--- config.mk ---
export PLATFORM = sky130hd
export DESIGN_NAME = extm_responder
export DESIGN_NICKNAME = d
export VERILOG_FILES = /design/src/rtl/xbr_pkg.sv /design/src/rtl/xbr_window_match.sv /design/src/rtl/xbr_term_classify.sv /design/src/rtl/xbr_ctrl.sv /design/src/rtl/extm_responder.sv
export SDC_FILE = /design/constraint.sdc
export NUM_CORES = 1
export LEC_CHECK = 0
export BUFFER_PORTS_ARGS = -buffer_cell sky130_fd_sc_hd__buf_2
export CORE_MARGIN = 3
export CORE_UTILIZATION = 47
export CTS_BUF_LIST = sky130_fd_sc_hd__clkbuf_8 sky130_fd_sc_hd__clkbuf_16
export DETAILED_ROUTE_END_ITERATION = 10
export PLACE_DENSITY = 0.86
export SYNTH_ARGS = -nofsm -noshare
export SYNTH_HDL_FRONTEND = slang
export SYNTH_SLANG_ARGS = --single-unit
--- constraint.sdc ---
create_clock -name clk -period 5.7 [get_ports clk]
set_clock_uncertainty 0.2 [all_clocks]
set_input_delay 0.285 -clock clk [delete_from_list [all_inputs] [get_ports clk]]
set_output_delay 0.285 -clock clk [all_outputs]
set_load 0.02 [all_outputs]
--- src/rtl/xbr_pkg.sv ---
package xbr_pkg;

   typedef enum logic [1:0] {
      TK_NONE   = 2'd0,
      TK_NORMAL = 2'd1,
      TK_RETRY  = 2'd2,
      TK_ERROR  = 2'd3
   } term_kind_e;

   typedef enum logic [1:0] {
      ST_IDLE   = 2'd0,
      ST_ACCESS = 2'd1,
      ST_RESP   = 2'd2
   } ctrl_state_e;

   function automatic term_kind_e classify_term(input logic ack, input logic err, input logic rty);
      term_kind_e k;
      if (err)
         k = TK_ERROR;
      else if (rty)
         k = TK_RETRY;
      else if (ack)
         k = TK_NORMAL;
      else
         k = TK_NONE;
      return k;
   endfunction

   function automatic term_kind_e pick_outcome(input logic fault, input logic busy);
      term_kind_e k;
      if (fault)
         k = TK_ERROR;
      else if (busy)
         k = TK_RETRY;
      else
         k = TK_NORMAL;
      return k;
   endfunction

endpackage

--- src/rtl/xbr_window_match.sv ---
module xbr_window_match #(
   parameter int AW    = 16,
   parameter int DEPTH = 48,
   localparam int IDX_W = (DEPTH > 1) ? $clog2(DEPTH) : 1
) (
   input  logic [AW-1:0]    addr_i,
   input  logic [AW-1:0]    base_i,
   input  logic [AW-1:0]    mask_i,
   output logic             hit_o,
   output logic             in_range_o,
   output logic [IDX_W-1:0] index_o
);

   localparam logic [AW-1:0] DEPTH_V = AW'(DEPTH);

   logic [AW-1:0] offset;

   always_comb begin
      offset     = addr_i & ~mask_i;
      hit_o      = ((addr_i ^ base_i) & mask_i) == '0;
      in_range_o = offset < DEPTH_V;
      index_o    = offset[IDX_W-1:0];
   end

endmodule

--- src/rtl/xbr_term_classify.sv ---
module xbr_term_classify
   import xbr_pkg::*;
#(
   parameter bit REG_OUT = 1'b1
) (
   input  logic       clk,
   input  logic       rst_n,
   input  logic       ack_i,
   input  logic       err_i,
   input  logic       rty_i,
   output logic [1:0] kind_o
);

   term_kind_e kind_now;

   always_comb kind_now = classify_term(ack_i, err_i, rty_i);

   generate
      if (REG_OUT) begin : g_reg
         term_kind_e kind_q;
         always_ff @(posedge clk or negedge rst_n) begin
            if (!rst_n)
               kind_q <= TK_NONE;
            else
               kind_q <= kind_now;
         end
         assign kind_o = kind_q;
      end else begin : g_comb
         assign kind_o = kind_now;
      end
   endgenerate

endmodule

--- src/rtl/xbr_ctrl.sv ---
module xbr_ctrl
   import xbr_pkg::*;
#(
   parameter int DW        = 16,
   parameter int IDX_W     = 6,
   parameter bit ZERO_IDLE = 1'b1
) (
   input  logic             clk,
   input  logic             rst_n,
   input  logic             accept_i,
   input  logic             in_range_i,
   input  logic [IDX_W-1:0] index_i,
   input  logic             wr_i,
   input  logic [DW-1:0]    wdata_i,
   input  logic [DW-1:0]    mem_rdata_i,
   input  logic             mem_busy_i,
   input  logic             mem_err_i,
   output logic             mem_req_o,
   output logic             mem_we_o,
   output logic [IDX_W-1:0] mem_addr_o,
   output logic [DW-1:0]    mem_wdata_o,
   output logic             ack_o,
   output logic             err_o,
   output logic             retry_o,
   output logic [DW-1:0]    rdata_o,
   output logic             idle_o
);

   ctrl_state_e      state_q;
   logic [IDX_W-1:0] idx_q;
   logic             we_q;
   logic [DW-1:0]    wdata_q;
   logic             rng_err_q;
   term_kind_e       outcome_q;
   logic [DW-1:0]    rdata_q;
   term_kind_e       outcome_d;

   always_comb outcome_d = pick_outcome(rng_err_q | mem_err_i, mem_busy_i);

   always_ff @(posedge clk or negedge rst_n) begin
      if (!rst_n) begin
         state_q   <= ST_IDLE;
         idx_q     <= '0;
         we_q      <= 1'b0;
         wdata_q   <= '0;
         rng_err_q <= 1'b0;
         outcome_q <= TK_NONE;
         rdata_q   <= '0;
      end else begin
         unique case (state_q)
            ST_IDLE: begin
               if (accept_i) begin
                  idx_q     <= index_i;
                  we_q      <= wr_i;
                  wdata_q   <= wdata_i;
                  rng_err_q <= ~in_range_i;
                  state_q   <= ST_ACCESS;
               end
            end
            ST_ACCESS: begin
               outcome_q <= outcome_d;
               if (outcome_d == TK_NORMAL && !we_q)
                  rdata_q <= mem_rdata_i;
               state_q <= ST_RESP;
            end
            ST_RESP: begin
               outcome_q <= TK_NONE;
               state_q   <= ST_IDLE;
            end
            default: state_q <= ST_IDLE;
         endcase
      end
   end

   logic in_resp;

   always_comb begin
      in_resp     = state_q == ST_RESP;
      idle_o      = state_q == ST_IDLE;
      mem_req_o   = (state_q == ST_ACCESS) && !rng_err_q;
      mem_we_o    = mem_req_o && we_q;
      mem_addr_o  = idx_q;
      mem_wdata_o = wdata_q;
      ack_o       = in_resp && outcome_q == TK_NORMAL;
      err_o       = in_resp && outcome_q == TK_ERROR;
      retry_o     = in_resp && outcome_q == TK_RETRY;
   end

   generate
      if (ZERO_IDLE) begin : g_zero_rdata
         assign rdata_o = (ack_o && !we_q) ? rdata_q : '0;
      end else begin : g_hold_rdata
         assign rdata_o = rdata_q;
      end
   endgenerate

endmodule

--- src/rtl/extm_responder.sv ---
module extm_responder
   import xbr_pkg::*;
#(
   parameter int AW        = 16,
   parameter int DW        = 16,
   parameter int DEPTH     = 48,
   parameter bit ZERO_IDLE = 1'b1,
   parameter bit CLS_REG   = 1'b1,
   localparam int IDX_W    = (DEPTH > 1) ? $clog2(DEPTH) : 1
) (
   input  logic             clk,
   input  logic             rst_n,
   input  logic             start_i,
   input  logic             mode_en_i,
   input  logic             bus_owned_i,
   input  logic [AW-1:0]    addr_i,
   input  logic             wr_i,
   input  logic [DW-1:0]    wdata_i,
   input  logic [AW-1:0]    cfg_base_i,
   input  logic [AW-1:0]    cfg_mask_i,
   output logic             mem_req_o,
   output logic             mem_we_o,
   output logic [IDX_W-1:0] mem_addr_o,
   output logic [DW-1:0]    mem_wdata_o,
   input  logic [DW-1:0]    mem_rdata_i,
   input  logic             mem_busy_i,
   input  logic             mem_err_i,
   output logic             ack_o,
   output logic             err_o,
   output logic             retry_o,
   output logic [DW-1:0]    rdata_o,
   input  logic             snoop_ack_i,
   input  logic             snoop_err_i,
   input  logic             snoop_retry_i,
   output logic [1:0]       snoop_kind_o
);

   generate
      if (AW < 2) begin : g_bad_aw
         $error("extm_responder: AW must be at least 2");
      end
      if (DW < 1) begin : g_bad_dw
         $error("extm_responder: DW must be at least 1");
      end
      if (DEPTH < 2) begin : g_bad_depth
         $error("extm_responder: DEPTH must be at least 2");
      end
      if (IDX_W >= AW) begin : g_bad_idx
         $error("extm_responder: memory index must be narrower than the address");
      end
   endgenerate

   logic             hit;
   logic             in_range;
   logic [IDX_W-1:0] index;
   logic             accept;
   logic             ctrl_idle;

   xbr_window_match #(
      .AW   (AW),
      .DEPTH(DEPTH)
   ) u_match (
      .addr_i    (addr_i),
      .base_i    (cfg_base_i),
      .mask_i    (cfg_mask_i),
      .hit_o     (hit),
      .in_range_o(in_range),
      .index_o   (index)
   );

   always_comb accept = start_i && mode_en_i && bus_owned_i && hit;

   xbr_ctrl #(
      .DW       (DW),
      .IDX_W    (IDX_W),
      .ZERO_IDLE(ZERO_IDLE)
   ) u_ctrl (
      .clk        (clk),
      .rst_n      (rst_n),
      .accept_i   (accept),
      .in_range_i (in_range),
      .index_i    (index),
      .wr_i       (wr_i),
      .wdata_i    (wdata_i),
      .mem_rdata_i(mem_rdata_i),
      .mem_busy_i (mem_busy_i),
      .mem_err_i  (mem_err_i),
      .mem_req_o  (mem_req_o),
      .mem_we_o   (mem_we_o),
      .mem_addr_o (mem_addr_o),
      .mem_wdata_o(mem_wdata_o),
      .ack_o      (ack_o),
      .err_o      (err_o),
      .retry_o    (retry_o),
      .rdata_o    (rdata_o),
      .idle_o     (ctrl_idle)
   );

   xbr_term_classify #(
      .REG_OUT(CLS_REG)
   ) u_classify (
      .clk   (clk),
      .rst_n (rst_n),
      .ack_i (snoop_ack_i),
      .err_i (snoop_err_i),
      .rty_i (snoop_retry_i),
      .kind_o(snoop_kind_o)
   );

endmodule

==> results by group, run 1 <==
Run status
  – Outcome: completed

Yosys
  – Top cells by area, synth: dfrtp_1 (50%), mux2_2 (21%), xor2_1 (5.7%)
  – EDFF count, synth: 0
  – Cell variety after synth: 32
  – Post-Synthesis Net Count: 277
  – Most frequent cell after synthesis: dfrtp_1
  – Mapped Area: 2298 µm²
  – Ys Warns: 0
  – Gate count after technology mapping: 183
  – Asr flop ratio synth: 1.000
  – Post-synth top area share: 0.5008
  – #FFs+latches synth: 46
  – Area leader, netlist: dfrtp_1
  – Seq/Total Area, Yosys: 0.5008
  – Most frequent cells after synthesis: dfrtp_1 (46), mux2_2 (42), and2_1 (17), xor2_1 (15), inv_1 (10)
  – Post-Syn Area per Cell: 12.56 µm²
  – Ys flop type: dfrtp_1

Critical path
  – Required @ worst endpoint: 5220 ps
  – Crit end category: primary output
  – R2r startpoint: u_ctrl.state_q[1]
  – Largest fanout on the critical path: 16
  – Crit path DAT: 2230 ps
  – Worst setup path class: reg2out
  – CP Launch Point: u_ctrl.state_q[0]
  – Startpoint Class: flip-flop

Timing
  – Relative slew slack: 0.3364
  – Worst Tran Pin Value: 995.4 ps
  – Final setup vio count: 0
  – Setup tns final: 0 ps
  – Final period utilization: 0.4769
  – Max frequency: 367.9 MHz
  – Final number of hold-violating endpoints: 0
  – RSZ-0062 raised after global routing: false
  – Min Tclk post-route: 2718 ps
  – Slew Limit Fails: 0
  – Post-route setup slack: 2982 ps

Power
  – Seq pwr share: 0.521
  – Clk pwr share: 0.265
  – Leak: 1.793 nW
  – Total power: 0.0007010 W
  – Sw power: 0.0001923 W
  – Maximum VDD drop: 166.6 µV
  – Switching share of power: 0.2743
  – Combinational group share of total power: 0.214
  – Int Pwr: 0.0005087 W
  – Pwr Density: 221.4 nW/µm²

Clocking
  – Setup Buffers After CTS: 0
  – Depth of the CTS H-tree: 2
  – Clock Tree Buf Depth: 2
  – Inserted Clock Buffers: 5
  – Cts repair resizes: 0
  – Clock Root Buffer: clkbuf_8
  – Clock Latency Late Sink: 290 ps
  – Hold-fix buffers, CTS: 5
  – Clk pin slew, worst setup/hold paths: 90 ps
  – CTS Sinks: 46
  – TritonCTS clock tree: yes

Layout
  – Fill cell count: 341
  – Layout area overhead: 37.78%
  – Ant diodes: 0
  – Nets: 421
  – Share of cells above drive strength 1: 0.5780

Hold path
  – Hold_sp: mem_rdata_i[3]
  – Hold Path Class: in2reg

Placed design
  – I/O Buffers: 135
  – Gpl congestion: 0.9174
  – HPWL after DPL: 4.485 mm
  – DP Worst Slack: 3251 ps

Detailed routing
  – Via count: 1866
  – Wire per inst: 14.49 µm
  – Routed Antenna Nets: 0
  – Post-Route WL: 5.679 mm
  – Residual DRC: 0
  – DRT iter0 DRCs: 33
  – DR vias/cell: 4.760
  – First-pass DRT Iterations: 4

Flow run
  – Max cap viols: 0

Die
  – Die height: 75.93 µm
  – Total I/O pin count: 136
  – Initial cell density of the core: 0.5069
  – Die X: 75.93 µm
  – Row cnt: 24
  – Core Area: 4534 µm²
  – Die area: 5765 µm²

Global routing
  – First-pass GRT wire length: 9.239 mm
  – GRT Overall Usage: 0.2008
  – Initial antenna violation count: 0
  – Total global routing overflow: 0
  – Vias in the first global route: 1966
  – Largest net degree at the start of global routing: 47
power by group through the flow:
stage               registers, W  clock network [W]  logic (W)
floorplan               0.000380                  0  0.0000710
global placement        0.000370                  0   0.000143
detailed placement      0.000372                  0   0.000149
CTS                     0.000365           0.000193   0.000152
global route            0.000369           0.000207   0.000166
finish                  0.000365           0.000186   0.000150
layout make-up:
type / instances / area (µm²) / area share
clock inverter: 2 / 10.01 / 0.003161
inverter: 10 / 37.54 / 0.01185
sequential: 46 / 1151 / 0.3635
timing repair buffer: 141 / 733.2 / 0.2315
multi-input combinational: 123 / 1085 / 0.3426
clock buffer: 5 / 68.82 / 0.02173
tap: 65 / 81.33 / 0.02568
state kept, by name, summed over array words and instances, names as in the netlist:
signal,count
u_ctrl.mem_addr_o,6
u_ctrl.mem_wdata_o,16
u_ctrl.we_q,1
u_ctrl.outcome_q,2
u_ctrl.rng_err_q,1
u_ctrl.rdata_q,16
u_ctrl.state_q,2
u_classify.kind_o,2
critical path: stages, from the launching register on:
cell	delay, ps
dfrtp_1	390
inv_1	100
ha_1	220
and3b_1	200
nor2b_1	630
and2_1	230
buf_2	160
logic make-up (layout without fill, tap and decap cells):
group                    after synthesis  after routing  share of synthesized area
XOR/XNOR                              16             16                    0.06097
AO/OA/AOI/OAI                         18             18                    0.05498
adder cells (fa/ha/maj)                3              3                    0.01633
multiplexers                          43             43                     0.2107
buffers and inverters                 14            158                    0.03103
flip-flops                            46             46                     0.5008
AND/OR/NAND/NOR                       43             43                     0.1252
final timing paths:
kind / slack, ps / cells after the start / end
setup / recovery: 2980 / 6 / rdata_o[8]
min in group asynchronous: 500 / 2 / u_ctrl.rdata_q[9]
hold reg to reg: 290 / 1 / u_ctrl.mem_wdata_o[0]
hold / removal: 10 / 2 / u_ctrl.rdata_q[3]
setup reg to reg: 3290 / 5 / u_ctrl.rdata_q[13]
max in group asynchronous: 4170 / 2 / u_ctrl.mem_wdata_o[11]
layout by cell type, fill, tap and decap left out, types with 2 or more instances in the layout:
cell | synthesis | layout
dlygate4sd3_1 | 0 | 5
o2111ai_1 | 2 | 2
xor2_1 | 15 | 15
a22oi_1 | 8 | 8
clkbuf_8 | 0 | 5
nor2b_1 | 8 | 8
nand3_1 | 2 | 2
dfrtp_1 | 46 | 46
ha_1 | 3 | 3
nand2b_1 | 4 | 4
mux2_2 | 42 | 42
and2_1 | 17 | 17
buf_2 | 0 | 135
inv_1 | 10 | 10
clkinv_2 | 0 | 2
a21oi_1 | 3 | 3
nor2_1 | 3 | 3
through the flow:
step	instance area (µm²)	util	cells	hold WS, ps
3_5_place_dp	3038	0.6700	380	272.0
6_report	3167	0.6984	392	12.83
5_1_grt	3167	0.6984	392	4.903
4_1_cts	3167	0.6984	392	4.849
3_3_place_gp	3038	0.6700	380	263.5
2_1_floorplan	2298	-	183	-210.6
layer usage:
layer,vias to the layer above,share of wire,track usage
met5,-,0,0
met4,0,0.016,0.07609
met3,6,0.055,0.04976
met2,59,0.56,0.3715
met1,889,0.37,0.2207
li1,912,-,-
Power figures use the tool's default switching activity.
==> run 2, diff against run 1 <==
--- a/config.mk
+++ b/config.mk
@@ -5,12 +5,13 @@
 export SDC_FILE = /design/constraint.sdc
 export NUM_CORES = 1
 export LEC_CHECK = 0
+export ABC_AREA = 1
 export BUFFER_PORTS_ARGS = -buffer_cell sky130_fd_sc_hd__buf_2
 export CORE_MARGIN = 3
-export CORE_UTILIZATION = 47
+export CORE_UTILIZATION = 41
 export CTS_BUF_LIST = sky130_fd_sc_hd__clkbuf_8 sky130_fd_sc_hd__clkbuf_16
 export DETAILED_ROUTE_END_ITERATION = 10
-export PLACE_DENSITY = 0.86
+export PLACE_DENSITY = 0.76
 export SYNTH_ARGS = -nofsm -noshare
 export SYNTH_HDL_FRONTEND = slang
 export SYNTH_SLANG_ARGS = --single-unit
==> constraint.sdc (replaced) <==
create_clock -name clk -period 2.4 [get_ports clk]
set_clock_uncertainty 0.2 [all_clocks]
set_input_delay 0.12 -clock clk [delete_from_list [all_inputs] [get_ports clk]]
set_output_delay 0.12 -clock clk [all_outputs]
set_load 0.02 [all_outputs]
==> run 2 against run 1 <==
Design area rose by 26%; setup slack got worse by 2800 ps; power rose to 2.5 times the previous value; die area rose by 31%; hold slack got worse by 2.7 ps; wire length rose by 36%; sequential cell count did not move; combinational power rose to 3.1 times the previous value; critical path type unchanged; largest cell class is now multi-input combinational cells; highest routed layer unchanged.
==> results by group, run 2 <==
Placed design
  – HPWL after DPL: 5.631 mm (was 4.485 mm)
  – Area after DPL: 3418 µm² (was 3038 µm²)
  – I/O Buffers: 135 (unchanged)
  – Gpl congestion: 0.7771 (was 0.9174)
  – DP Worst Slack: 402.4 ps (was 3251 ps)

Yosys
  – Cell variety after synth: 23 (was 32)
  – Area leader, netlist: dfrtp_1 (unchanged)
  – Most frequent cell after synthesis: nand2_1 (was dfrtp_1)
  – Ys Warns: 0 (unchanged)
  – Ys flop type: dfrtp_1 (unchanged)
  – Asr flop ratio synth: 1.000 (unchanged)
  – #FFs+latches synth: 46 (unchanged)
  – Gate count after technology mapping: 385 (was 183)
  – Most frequent cells after synthesis: nand2_1 (113), nor2_1 (66), inv_1 (54), dfrtp_1 (46), nand4_1 (25) (was dfrtp_1 (46), mux2_2 (42), and2_1 (17), xor2_1 (15), inv_1 (10))
  – Seq/Total Area, Yosys: 0.4279 (was 0.5008)
  – Post-Syn Area per Cell: 6.987 µm² (was 12.56 µm²)
  – EDFF count, synth: 0 (unchanged)
  – Top cells by area, synth: dfrtp_1 (43%), nand2_1 (16%), nor2_1 (9.2%) (was dfrtp_1 (50%), mux2_2 (21%), xor2_1 (5.7%))
  – Post-synth top area share: 0.4279 (was 0.5008)
  – Post-Synthesis Net Count: 479 (was 277)
  – Mapped Area: 2690 µm² (was 2298 µm²)

Global routing
  – GRT Overall Usage: 0.2073 (was 0.2008)
  – Largest net degree at the start of global routing: 33 (was 47)
  – Total global routing overflow: 0 (unchanged)
  – Vias in the first global route: 2862 (was 1966)
  – First-pass GRT wire length: 12.61 mm (was 9.239 mm)
  – Initial antenna violation count: 0 (unchanged)

Critical path
  – Worst path bufs/invs: 3 (was 2)
  – Startpoint Class: flip-flop (unchanged)
  – Worst setup path class: reg2out (unchanged)
  – Largest fanout on the critical path: 16 (unchanged)
  – Family with the most delay on the worst path: simple AND/OR/NAND/NOR gates (unchanged)
  – Crit-path most repeated cell: inv_1
  – Crit-path cells: inv_1 > ha_1 > inv_1 > nor3_1 > nand2_2 > nor2_1 > buf_2 (was inv_1 > ha_1 > and3b_1 > nor2b_1 > and2_1 > buf_2)
  – Required @ worst endpoint: 2080 ps (was 5220 ps)
  – Slowest CP cell: dfrtp_1 (was nor2b_1)
  – Crit end category: primary output (unchanged)
  – Slowest cell delay on critical path: 390 ps (was 630 ps)
  – Crit path DAT: 1920 ps (was 2230 ps)

Hold path
  – Hold Path Class: in2reg (unchanged)

Detailed routing
  – Via count: 3044 (was 1866)
  – Post-Route WL: 7.711 mm (was 5.679 mm)
  – DR vias/cell: 4.727 (was 4.760)
  – First-pass DRT Iterations: 4 (unchanged)
  – Wire per inst: 11.97 µm (was 14.49 µm)
  – Routed Antenna Nets: 0 (unchanged)
  – Residual DRC: 0 (unchanged)
  – DRT iter0 DRCs: 124 (was 33)

Power
  – Switching share of power: 0.2918 (was 0.2743)
  – Pwr Density: 446.4 nW/µm² (was 221.4 nW/µm²)
  – Int Pwr: 0.001259 W (was 0.0005087 W)
  – Clk pwr share: 0.240 (was 0.265)
  – Combinational group share of total power: 0.263 (was 0.214)
  – Maximum VDD drop: 282.9 µV (was 166.6 µV)
  – Sw power: 0.0005190 W (was 0.0001923 W)
  – Leak: 2.449 nW (was 1.793 nW)
  – Seq pwr share: 0.497 (was 0.521)

Die
  – Die height: 87 µm (was 75.93 µm)
  – Total I/O pin count: 136 (unchanged)
  – Row cnt: 28 (was 24)
  – Initial cell density of the core: 0.4388 (was 0.5069)
  – Die area: 7569 µm² (was 5765 µm²)
  – Core Area: 6131 µm² (was 4534 µm²)
  – Die X: 87 µm (was 75.93 µm)

Timing
  – RSZ-0062 raised after global routing: false (unchanged)
  – Setup tns final: 0 ps (unchanged)
  – Slew Limit Fails: 0 (unchanged)
  – Max frequency: 445.6 MHz
  – Worst Tran Pin Value: 451.0 ps (was 995.4 ps)
  – Final number of hold-violating endpoints: 0 (unchanged)
  – Relative slew slack: 0.6993 (was 0.3364)
  – Final period utilization: 0.9350
  – Final setup vio count: 0 (unchanged)
  – Post-route setup slack: 156.0 ps (was 2982 ps)
  – Min Tclk post-route: 2244 ps

Clocking
  – CTS Sinks: 46 (unchanged)
  – Clock Latency Late Sink: 280 ps (was 290 ps)
  – Clock Root Buffer: clkbuf_8 (unchanged)
  – Clk pin slew, worst setup/hold paths: 80 ps (was 90 ps)
  – Depth of the CTS H-tree: 2 (unchanged)
  – TritonCTS clock tree: yes (unchanged)
  – Clock Tree Buf Depth: 2 (unchanged)
  – Inserted Clock Buffers: 5 (unchanged)

Run status
  – Outcome: completed (unchanged)

Layout
  – Fill cell count: 543 (was 341)
  – Multi-input logic area: 1234 µm² (was 1085 µm²)
  – Leading cell types in the layout, fill and taps excluded: buf_2 (135), nand2_1 (112), nor2_1 (66) (was buf_2 (135), dfrtp_1 (46), mux2_2 (42))
  – Layout area overhead: 48.09% (was 37.78%)
  – Nets: 662 (was 421)
  – Share of cells above drive strength 1: 0.2835 (was 0.5780)
  – Reg area: 1151 µm² (unchanged)
  – Post-layout util: 0.6498 (was 0.6984)
  – Most common cell after layout, fill and taps aside: buf_2 (unchanged)
  – Finished Cell Area: 3984 µm² (was 3167 µm²)

Flow run
  – Max cap viols: 0 (unchanged)
-- run 2: changes by cell type in the layout (fill, tap and decap cells not counted), sizes merged, moves of 6 or more --
cell | previous run | this run
inv | 10 | 60
a22oi | 8 | 0
xor2 | 15 | 0
nand2 | 1 | 115
o22ai | 1 | 7
nor2 | 3 | 67
mux2 | 43 | 0
and2 | 17 | 0
nand4 | 1 | 25
nand3 | 2 | 22
nor2b | 8 | 0
a21oi | 3 | 18
dlygate4sd3 | 5 | 48
-- run 2: final timing paths --
path                                        start                      to  slack (ps)  cells past startpoint
min in group asynchronous                   rst_n       u_ctrl.rdata_q[0]          70                      2
min reg2reg                u_ctrl.mem_wdata_o[14]  u_ctrl.mem_wdata_o[14]         270                      2
max reg2reg                     u_ctrl.state_q[1]  u_ctrl.mem_wdata_o[13]         620                      5
max in group asynchronous                   rst_n   u_ctrl.mem_wdata_o[9]        1230                      3
max                             u_ctrl.state_q[0]             rdata_o[14]         160                      7
min                                     addr_i[3]    u_ctrl.mem_addr_o[3]          10                      5
-- run 2: layer usage --
layer  global-route usage  up-vias  part of all wire
li1                     -     1571                 -
met1               0.2591     1353              0.43
met2               0.3658      111              0.49
met3              0.03974        9             0.075
met4              0.05241        0             0.012
met5                    0        -                 0
-- run 2: per-stage QoR --
step | hold WS [ps] | instances | total power [W]
global placement | -163.6 | 588 | 0.001286
detailed placement | -157.4 | 588 | 0.001302
floorplan | -375.6 | 385 | 0.001128
global route | 16.67 | 643 | 0.001895
CTS | 6.776 | 643 | 0.001785
finish | 10.18 | 644 | 0.001778
-- run 2: repair_timing --
| item | 4_1_cts | 5_1_grt |
|---|---|---|
| hold endpoints to repair | 87 | 0 |
| hold buffers | 48 | 0 |
| resized for setup | 0 | 1 |
| endpoints found under the setup margin | 0 | 16 |
| setup buffers | 0 | 0 |
-- run 2: final cells by class --
cell class	count	share of cell area
sequential	46	0.2889
antenna	1	0.0006281
timing repair buffer	189	0.3015
clock buffer	5	0.01727
clock inverter	2	0.002827
inverter	59	0.05559
multi-input combinational	267	0.3097
tap	75	0.02356
-- run 2: tightest hold or removal path, stage by stage --
cell	delay, ps
buf_2	120
inv_1	60
nor2_1	40
nand4_1	80
nand2_1	50
-- run 2: cell families after synthesis --
kind of cell / share of synthesized area
AO/OA/AOI/OAI: 0.05256
adder cells (fa/ha/maj): 0.01395
buffers and inverters: 0.1144
flip-flops: 0.4279
AND/OR/NAND/NOR: 0.3912
-- run 2: power by group through the flow --
stage                     Clock [W]  Sequential [W]  Combinational [W]
after floorplan                   0        0.000907           0.000221
after global placement            0        0.000895           0.000391
after detailed placement          0        0.000897           0.000405
after CTS                  0.000438        0.000882           0.000466
after global routing       0.000475        0.000891           0.000530
final                      0.000426        0.000884           0.000468
